$ cat src/rtl/pc_pkg.sv
package pc_pkg;

    localparam int CTL_EN_BIT   = 0;
    localparam int CTL_BG_BIT   = 1;
    localparam int ATTR_EN_BIT  = 0;
    localparam int ATTR_SZ_LO   = 1;
    localparam int ATTR_PERM_LO = 8;
    localparam int ATTR_XN_BIT  = 12;
    localparam int ATTR_W       = 13;
    localparam int MIN_SIZE_FLD = 4;

    typedef enum logic [1:0] {
        ACC_RD = 2'd0,
        ACC_WR = 2'd1,
        ACC_FX = 2'd2
    } acc_kind_e;

    typedef enum logic [1:0] {
        SEL_BASE = 2'd0,
        SEL_ATTR = 2'd1,
        SEL_CTL  = 2'd2,
        SEL_CLR  = 2'd3
    } cfg_sel_e;

    typedef struct packed {
        logic       xn;
        logic [2:0] perm;
        logic [4:0] size;
        logic       en;
    } region_attr_t;

    typedef struct packed {
        logic priv_rd;
        logic priv_wr;
        logic user_rd;
        logic user_wr;
    } rights_t;

    function automatic region_attr_t unpack_attr(input logic [ATTR_W-1:0] w);
        region_attr_t a;
        a.en   = w[ATTR_EN_BIT];
        a.size = w[ATTR_SZ_LO +: 5];
        a.perm = w[ATTR_PERM_LO +: 3];
        a.xn   = w[ATTR_XN_BIT];
        return a;
    endfunction

    function automatic rights_t decode_perm(input logic [2:0] code);
        rights_t r;
        case (code)
            3'd1:    r = '{priv_rd: 1'b1, priv_wr: 1'b1, user_rd: 1'b0, user_wr: 1'b0};
            3'd2:    r = '{priv_rd: 1'b1, priv_wr: 1'b1, user_rd: 1'b1, user_wr: 1'b0};
            3'd3:    r = '{priv_rd: 1'b1, priv_wr: 1'b1, user_rd: 1'b1, user_wr: 1'b1};
            3'd5:    r = '{priv_rd: 1'b1, priv_wr: 1'b0, user_rd: 1'b0, user_wr: 1'b0};
            3'd6:    r = '{priv_rd: 1'b1, priv_wr: 1'b0, user_rd: 1'b1, user_wr: 1'b0};
            default: r = '0;
        endcase
        return r;
    endfunction

    function automatic logic access_ok(input rights_t r, input logic xn,
                                       input acc_kind_e k, input logic priv);
        logic rd, wr;
        rd = priv ? r.priv_rd : r.user_rd;
        wr = priv ? r.priv_wr : r.user_wr;
        case (k)
            ACC_WR:  return wr;
            ACC_FX:  return rd && !xn;
            default: return rd;
        endcase
    endfunction

    function automatic acc_kind_e to_kind(input logic [1:0] t);
        case (t)
            2'd1:    return ACC_WR;
            2'd2:    return ACC_FX;
            default: return ACC_RD;
        endcase
    endfunction

endpackage

$ cat src/rtl/pc_fault_log.sv
module pc_fault_log
    import pc_pkg::*;
#(
    parameter int ADDR_W = 32
) (
    input  logic              clk,
    input  logic              rst,
    input  logic              clr,
    input  logic              fault,
    input  logic [ADDR_W-1:0] addr,
    input  acc_kind_e         kind,
    output logic              log_valid,
    output logic [ADDR_W-1:0] log_addr,
    output logic [1:0]        log_type
);

    logic capture;

    always_comb capture = fault && (!log_valid || clr);

    always_ff @(posedge clk) begin
        if (rst) begin
            log_valid <= 1'b0;
            log_addr  <= '0;
            log_type  <= 2'd0;
        end else if (capture) begin
            log_valid <= 1'b1;
            log_addr  <= addr;
            log_type  <= kind;
        end else if (clr) begin
            log_valid <= 1'b0;
        end
    end


    fault_logged_chk: assert property (@(posedge clk) disable iff (rst)
        fault && (!log_valid || clr) |=> log_valid && log_addr == $past(addr)
                                         && log_type == $past(kind));


    log_sticky_chk: assert property (@(posedge clk) disable iff (rst)
        log_valid && !clr |=> log_valid && $stable(log_addr) && $stable(log_type));


    log_cleared_chk: assert property (@(posedge clk) disable iff (rst)
        clr && !fault |=> !log_valid);

endmodule

$ cat config.mk
export PLATFORM = sky130hd
export DESIGN_NAME = pc_fault_log
export DESIGN_NICKNAME = d
export VERILOG_FILES = /design/src/rtl/pc_pkg.sv /design/src/rtl/pc_fault_log.sv
export SDC_FILE = /design/constraint.sdc
export NUM_CORES = 1
export LEC_CHECK = 0
export BUFFER_PORTS_ARGS = -buffer_cell sky130_fd_sc_hd__buf_2
export CAP_MARGIN = 5
export CORE_AREA = 2 2 66 68
export DETAILED_ROUTE_END_ITERATION = 10
export DIE_AREA = 0 0 68 70
export GPL_TIMING_DRIVEN = 0
export PLACE_DENSITY = 0.75
export SLEW_MARGIN = 5
export SYNTH_ARGS = -nofsm -noshare
export SYNTH_HDL_FRONTEND = slang
export SYNTH_SLANG_ARGS = --single-unit
$ cat constraint.sdc
create_clock -name clk -period 1.25 [get_ports clk]
set_input_delay 0.125 -clock clk [delete_from_list [all_inputs] [get_ports clk]]
set_output_delay 0.125 -clock clk [all_outputs]
set_load 0.1 [all_outputs]
# Word level (Yosys, flattened, before mapping)
# Index checks and enable logic that the tools add are counted.
[word_totals] out_inout_bits=35 input_bits=38 word_cells=9 ff_bits=35
[op_classes] n_reduce_logical=4 n_mux=2
[ops] op="$mux 1" n=2
[ops] op="$reduce_bool 2->1" n=1
[ops] op="$logic_and 1x1->1" n=1
[ops] op="$logic_not 1->1" n=1
[ops] op="$logic_or 1x1->1" n=1

# Logic depth before layout (Yosys ltp)
# Gate-level depths: netlist of the first run.
[logic_depth] depth_word=4 depth_mapped=5 ltp_nobuf=3

# Worst setup path after synthesis of the first run
# Ideal clock, no wire load.
[synth_timing] path_kind="flip-flop to flip-flop" startpoint="reg log_valid" endpoint="reg log_addr[0]" setup_ns=0.121 synth_period_minus_slack_ns=1.617 stages_incl_launch_ff=5 path_buffers=2 t_arrival_ns=1.496 required_ns=1.129 setup_slack_ns=-0.367 path_cell_list="dfxtp_1 -> a21boi_2 -> buf_6 -> buf_12 -> mux2i_1"
[synth_between] elab_chain_cells=3
[synth_rtl] element="from (decl)" line_no="pc_fault_log.sv:12" source="output logic log_valid,"
[synth_rtl] element="from (signal assigned)" line_no="pc_fault_log.sv:23" source="log_valid <= 1'b0;"
[synth_rtl] element="from (signal assigned)" line_no="pc_fault_log.sv:27" source="log_valid <= 1'b1;"
[synth_rtl] element="from (signal assigned)" line_no="pc_fault_log.sv:31" source="log_valid <= 1'b0;"
[synth_rtl] element="$logic_not 1->1" line_no="pc_fault_log.sv:19" source="always_comb capture = fault && (!log_valid || clr);"
[synth_rtl] element="$logic_or 1x1->1" line_no="pc_fault_log.sv:19"
[synth_rtl] element="$logic_and 1x1->1" line_no="pc_fault_log.sv:19"
[synth_rtl] element="to (signal assigned)" line_no="pc_fault_log.sv:28" source="log_addr <= addr;"
[synth_rtl] element="to (decl)" line_no="pc_fault_log.sv:13" source="output logic [ADDR_W-1:0] log_addr,"
# Every way passes these cells.
# A chain may end at the register's enable or synchronous reset.

# Final worst setup path of the first run
[layout_timing] startpoint="reg log_addr[30]" endpoint="out log_addr[30]"
# No word-level cell between the ends.

==> flow_metrics.py, run 1 <==
metrics = {
    "critical_path": {
        "critPathBufInv": 1,
        "cp_top_family": "buffers and inverters",
        "crit_required_ns": 1.12,
        "crit_type": "flip-flop to output port",
        "cp-start-kind": "flip-flop",
        "cp_cell_sequence": "buf_2",
        "cpPeakStageDelay_ns": 0.43,
        "regToRegStartpoint": "log_valid",
        "critPathArrivalTime_ns": 1.06,
        "end_kind": "output port",
        "cp-startpoint": "log_addr[30]",
        "path_max_fanout": 2,
        "cp_slowest_cell": "buf_2",
    },
    "clocking": {
        "numCtsBuffers": 5,
        "cts-root-buf": "clkbuf_8",
        "cts_resized": 0,
        "cts_buffer_depth": 2,
        "cts.sinks": 35,
        "holdBufCountCts": 0,
        "clk_latency_ns": 0.28,
        "cts_tree": "yes",
        "clk_pin_slew_worst_paths_ns": 0.07,
        "h-tree-depth": 2,
        "post_cts_buffers": 0,
    },
    "timing": {
        "fin_crit_sh_pct": 94.63,
        "hold_viol_final": 0,
        "finalSetupTns_ns": 0,
        "drv_slew": 0,
        "finalSetupViolCount": 0,
        "rsz0062_at_grt": "no",
        "worstMarginPinSlew_ns": 0.4912,
        "fin_crit_ns": 1.183,
        "skew_ns": 0.01118,
        "relSlewSlack_pct": 67.48,
        "fmax_mhz": 845.4,
    },
    "power": {
        "power_mw": 2.873,
        "max-vdd-ir-drop_v": 0.0006959,
        "power_density_nw_per_um2": 1370,
        "p_leak_nw": 1.021,
    },
    "grt": {
        "grt_pass1_wl_um": 4878,
        "grt_usage_pct": 13.28,
        "grt_max_degree": 11,
        "antenna_found_initial": 0,
        "grt_overflow_total": 0,
        "first_global_vias": 1126,
    },
    "synth": {
        "netlist_area_um2": 1597,
        "avgSynthCellArea_um2": 10.50,
        "syn_inst": 152,
        "syn_nets": 190,
        "synth_compound_area_share_pct": 1.019,
        "seq_area_frac_synth_pct": 43.89,
        "synth_top_family_by_area": "simple AND/OR/NAND/NOR gates",
        "synthAdderAreaFrac_pct": 0,
        "yosysTopAreaCellShare_pct": 43.89,
        "synth_cell_type_count": 11,
        "synth_top_cell_by_area": "dfxtp_1",
        "ys_ff_latch": 35,
        "synth_xor_xnor_area_share_pct": 0,
        "synth_warnings": 0,
        "muxShareOfSynthArea_pct": 21.32,
        "synth_area_leaders": "dfxtp_1, nand2b_1, mux2i_1, buf_12, buf_6",
        "synth-simple-area-share_pct": 26.88,
    },
    "layout": {
        "fin_cells": 282,
        "diodes": 0,
        "final_nets": 268,
        "layout-drive-gt1-share_pct": 36.52,
        "fin_util_pct": 50.60,
        "design_area_um2": 2097,
        "synthToLayoutAreaGrowth_pct": 31.35,
    },
    "status": {
        "outcome": "complete, no violations",
    },
    "placement": {
        "postPlaceCellArea_um2": 2021,
        "io_buffer_count": 71,
        "routabilityCongestion": 0.6784,
        "place_hpwl_um": 2363,
        "dp_cells": 275,
    },
    "min_path": {
        "min_from": "fault",
        "hold_class": "input pin to flip-flop",
    },
    "die": {
        "die_w_um": 68,
        "initial_core_util_pct": 38.53,
        "dieHeight_um": 70,
        "core_um2": 4144,
        "io-pin-count": 73,
        "rows": 24,
        "die-area_um2": 4760,
    },
    "route": {
        "ant_nets": 0,
        "drtPass1Iterations": 4,
        "wire_per_inst_um": 11.13,
        "wl_um": 3140,
        "drt_iter0_drc": 52,
        "via_per_inst": 4.390,
        "drcViolationCount": 0,
        "vias": 1238,
    },
    "flow_run": {
        "max_cap_violations": 0,
    },
}
[final cells by class]
class	instances	area, µm²
buffer	11	106.4
clock buffer	7	76.32
inverter	1	3.754
fill	406	2047
multi-input combinational	105	785.8
sequential	35	704.4
timing repair buffer	71	355.3
tap	52	65.06
[placed cells by master (no fill, tap or decap)]
cell | Yosys | layout
a21boi_2 | 1 | 1
a21oi_1 | 1 | 1
buf_12 | 3 | 3
buf_2 | 1 | 72
buf_6 | 2 | 2
clkbuf_1 | 5 | 7
clkbuf_8 | 0 | 5
dfxtp_1 | 35 | 34
dfxtp_4 | 0 | 1
inv_1 | 1 | 1
mux2i_1 | 34 | 34
nand2b_1 | 68 | 68
nor2_1 | 1 | 1
[cells in the mapped netlist]
| library cell | count |
|---|---|
| nand2b_1 | 68 |
| dfxtp_1 | 35 |
| mux2i_1 | 34 |
| clkbuf_1 | 5 |
| buf_12 | 3 |
| buf_6 | 2 |
| a21boi_2 | 1 |
| a21oi_1 | 1 |
| buf_2 | 1 |
| inv_1 | 1 |
| nor2_1 | 1 |
[cells by family after synthesis]
group / Yosys count
AOI/OAI and AO/OA: 2
buffers and inverters: 12
DFF: 35
muxes: 34
and+or+nand+nor: 69
[metal layers]
| metal | vias up | track usage, % | routed length (µm) |
|---|---|---|---|
| met1 | 550 | 16.11 | 1426 |
| li1 | 636 | - | - |
| met5 | - | 0 | 0 |
| met4 | 0 | 3.333 | 33 |
| met3 | 6 | 5.314 | 245 |
| met2 | 46 | 21.57 | 1434 |
[per-stage QoR]
step / hold WS [ns] / worst slack (ns)
2_1_floorplan: 0.2411 / 0.02571
3_3_place_gp: 0.3567 / 0.2036
3_5_place_dp: 0.3641 / 0.1810
4_1_cts: 0.06667 / 0.04837
5_1_grt: 0.07170 / 0.02477
6_report: 0.06709 / 0.06713
[registers in the layout, indices dropped and copies added, names as in the netlist]
name	cells
log_addr	32
log_type	2
log_valid	1
[power by group]
part	switching [mW]	internal, mW	total [mW]
Sequential	0.0359	1.19	1.23
Combinational	0.683	0.227	0.910
Clock	0.354	0.383	0.737
Total	1.07	1.80	2.87
[final timing paths]
check	end	slack, ns	cells after the start
worst min-delay path	log_valid	0.07	3
worst max register to register	log_addr[24]	0.17	4
worst max-delay path	log_addr[30]	0.07	1
worst min register to register	log_addr[2]	0.47	2
(Power assumes the default switching activity.)
==> inputs of run 2 (changes only) <==
--- a/config.mk
+++ b/config.mk
@@ -7,11 +7,11 @@
 export LEC_CHECK = 0
 export BUFFER_PORTS_ARGS = -buffer_cell sky130_fd_sc_hd__buf_2
 export CAP_MARGIN = 5
-export CORE_AREA = 2 2 66 68
+export CORE_AREA = 2 2 62 64
 export DETAILED_ROUTE_END_ITERATION = 10
-export DIE_AREA = 0 0 68 70
+export DIE_AREA = 0 0 64 66
 export GPL_TIMING_DRIVEN = 0
-export PLACE_DENSITY = 0.75
+export PLACE_DENSITY = 0.83
 export SLEW_MARGIN = 5
 export SYNTH_ARGS = -nofsm -noshare
 export SYNTH_HDL_FRONTEND = slang
==> flow_metrics.py, run 2 (same netlist as run 1, synthesis figures left out) <==
metrics = {
    "layout": {
        "top_register": "log_addr",
        "largest_reg_flops": 32,
        "synthToLayoutAreaGrowth_pct": 35.50,
        "mostFrequentLayoutCells": "nand2b_1, buf_2, mux2i_1, dfxtp_1, clkbuf_4",
        "final_nets": 269,
        "top_regs": "log_addr: 32 flops, log_type: 2 flops, log_valid: 1 flops",
        "diodes": 0,
        "fin_util_pct": 60.92,
        "layout-drive-gt1-share_pct": 36.64,
        "final_common_cell": "nand2b_1",
    },
    "min_path": {
        "hold-path-cell-count": 3,
        "min_from": "addr[29]",
        "holdPathEnd": "log_addr[29]",
        "hold_class": "input pin to flip-flop",
    },
    "grt": {
        "first_global_vias": 1208,
        "grt_max_degree": 11,
        "grt_overflow_total": 0,
        "grt_usage_pct": 15.75,
        "grt_pass1_wl_um": 5154,
        "antenna_found_initial": 0,
    },
    "timing": {
        "whs_ns": 0.03659,
        "hold_viol_final": 0,
        "drv_slew": 0,
        "finalSetupTns_ns": 0,
        "fin_crit_ns": 1.168,
        "skew_ns": 0.003273,
        "rsz0062_at_grt": "no",
        "relSlewSlack_pct": 77.58,
        "fin_crit_sh_pct": 93.47,
        "worstMarginPinSlew_ns": 0.3363,
        "fmax_mhz": 855.9,
        "finalSetupViolCount": 0,
    },
    "die": {
        "core_um2": 3551,
        "die-area_um2": 4224,
        "rows": 22,
        "io-pin-count": 73,
        "dieHeight_um": 66,
        "initial_core_util_pct": 44.96,
        "die_w_um": 64,
    },
    "power": {
        "power_mw": 2.759,
        "max-vdd-ir-drop_v": 0.0006570,
        "p_leak_nw": 1.010,
        "power_density_nw_per_um2": 1275,
    },
    "critical_path": {
        "path_max_fanout": 10,
        "cp-start-kind": "input pin",
        "cpPeakStageDelay_ns": 0.53,
        "critPathArrivalTime_ns": 1.43,
        "reg2regPathDepth": 4,
        "cp_top_family": "buffers and inverters",
        "crit_required_ns": 1.51,
        "r2r_slack_ns": 0.18,
        "r2r-end": "log_addr[17]",
        "regToRegStartpoint": "log_valid",
        "cp_cell_sequence": "dlygate4sd3_1 > buf_2 > a21boi_2 > buf_6 > buf_12 > mux2i_1",
        "end_kind": "flip-flop",
        "critPathBufInv": 4,
        "crit_type": "input pin to flip-flop",
        "cp_slowest_cell": "dlygate4sd3_1",
    },
    "status": {
        "outcome": "complete, no violations",
    },
    "route": {
        "ant_nets": 0,
        "via_per_inst": 4.514,
        "drtPass1Iterations": 3,
        "vias": 1264,
        "drcViolationCount": 0,
        "wire_per_inst_um": 11.66,
        "drt_iter0_drc": 33,
        "wl_um": 3265,
    },
    "flow_run": {
        "max_cap_violations": 0,
    },
    "placement": {
        "routabilityCongestion": 0.7085,
        "io_buffer_count": 71,
        "place_hpwl_um": 2359,
    },
    "clocking": {
        "cts_tree": "yes",
        "numCtsBuffers": 5,
        "clk_pin_slew_worst_paths_ns": 0.10,
        "cts-root-buf": "clkbuf_4",
        "h-tree-depth": 2,
        "post_cts_buffers": 0,
        "cts.sinks": 35,
        "cts_buffer_depth": 2,
        "clk_latency_ns": 0.33,
    },
}
-- run 2: metrics by stage --
step                      instance area (µm²)  std cells  setup WS [ns]
after detailed placement                 2016        271         0.1873
final                                    2163        280        0.08161
after global placement                   2016        271         0.2131
after floorplan                          1600        152        0.02571
after global routing                     2163        280        0.03743
after CTS                                2098        280       0.001284
-- run 2: worst min-delay path: cells and delay by family --
kind	cells	cell delay, ns
mux	1	0.05
simple gates	1	0.05
buf+inv	1	0.09
-- run 2: worst max path at each step --
stage	startpoint	to	slack (ns)	depth (start not counted)
3_3_place_gp	log_valid	log_addr[7]	0.21	4
3_5_place_dp	log_valid	log_addr[17]	0.19	4
5_1_grt	fault	log_addr[2]	0.04	6
2_1_floorplan	log_addr[27]	log_addr[27]	0.03	2
6_report	fault	log_addr[17]	0.08	6
4_1_cts	log_addr[25]	log_addr[25]	0.001	1
-- run 2: final cells by class --
cell class	count	area [µm²]
sequential	35	704.4
tap	48	60.06
inverter	1	3.754
clock buffer	7	45.04
clock inverter	1	5.005
multi-input combinational	105	785.8
buffer	11	106.4
timing repair buffer	72	452.9
fill	314	1388
-- run 2: layer usage --
| layer | share of wire (%) | global-route usage [%] | vias up |
|---|---|---|---|
| li1 | - | - | 648 |
| met1 | 45 | 18.35 | 563 |
| met2 | 46 | 25.65 | 47 |
| met3 | 7.8 | 5.792 | 6 |
| met4 | 1.5 | 7.337 | 0 |
| met5 | 0 | 0 | - |
-- run 2: power breakdown --
group          switching, mW  internal [mW]
Clock                  0.360          0.219
Sequential            0.0387           1.19
Combinational          0.686          0.265
-- run 2: repair_timing --
action / CTS / global route
hold endpoints to repair: 1 / 0
hold buffers: 1 / 0
gates resized for setup: 9 / 26
pin swaps: 0 / 0
setup endpoints to repair: 9 / 26
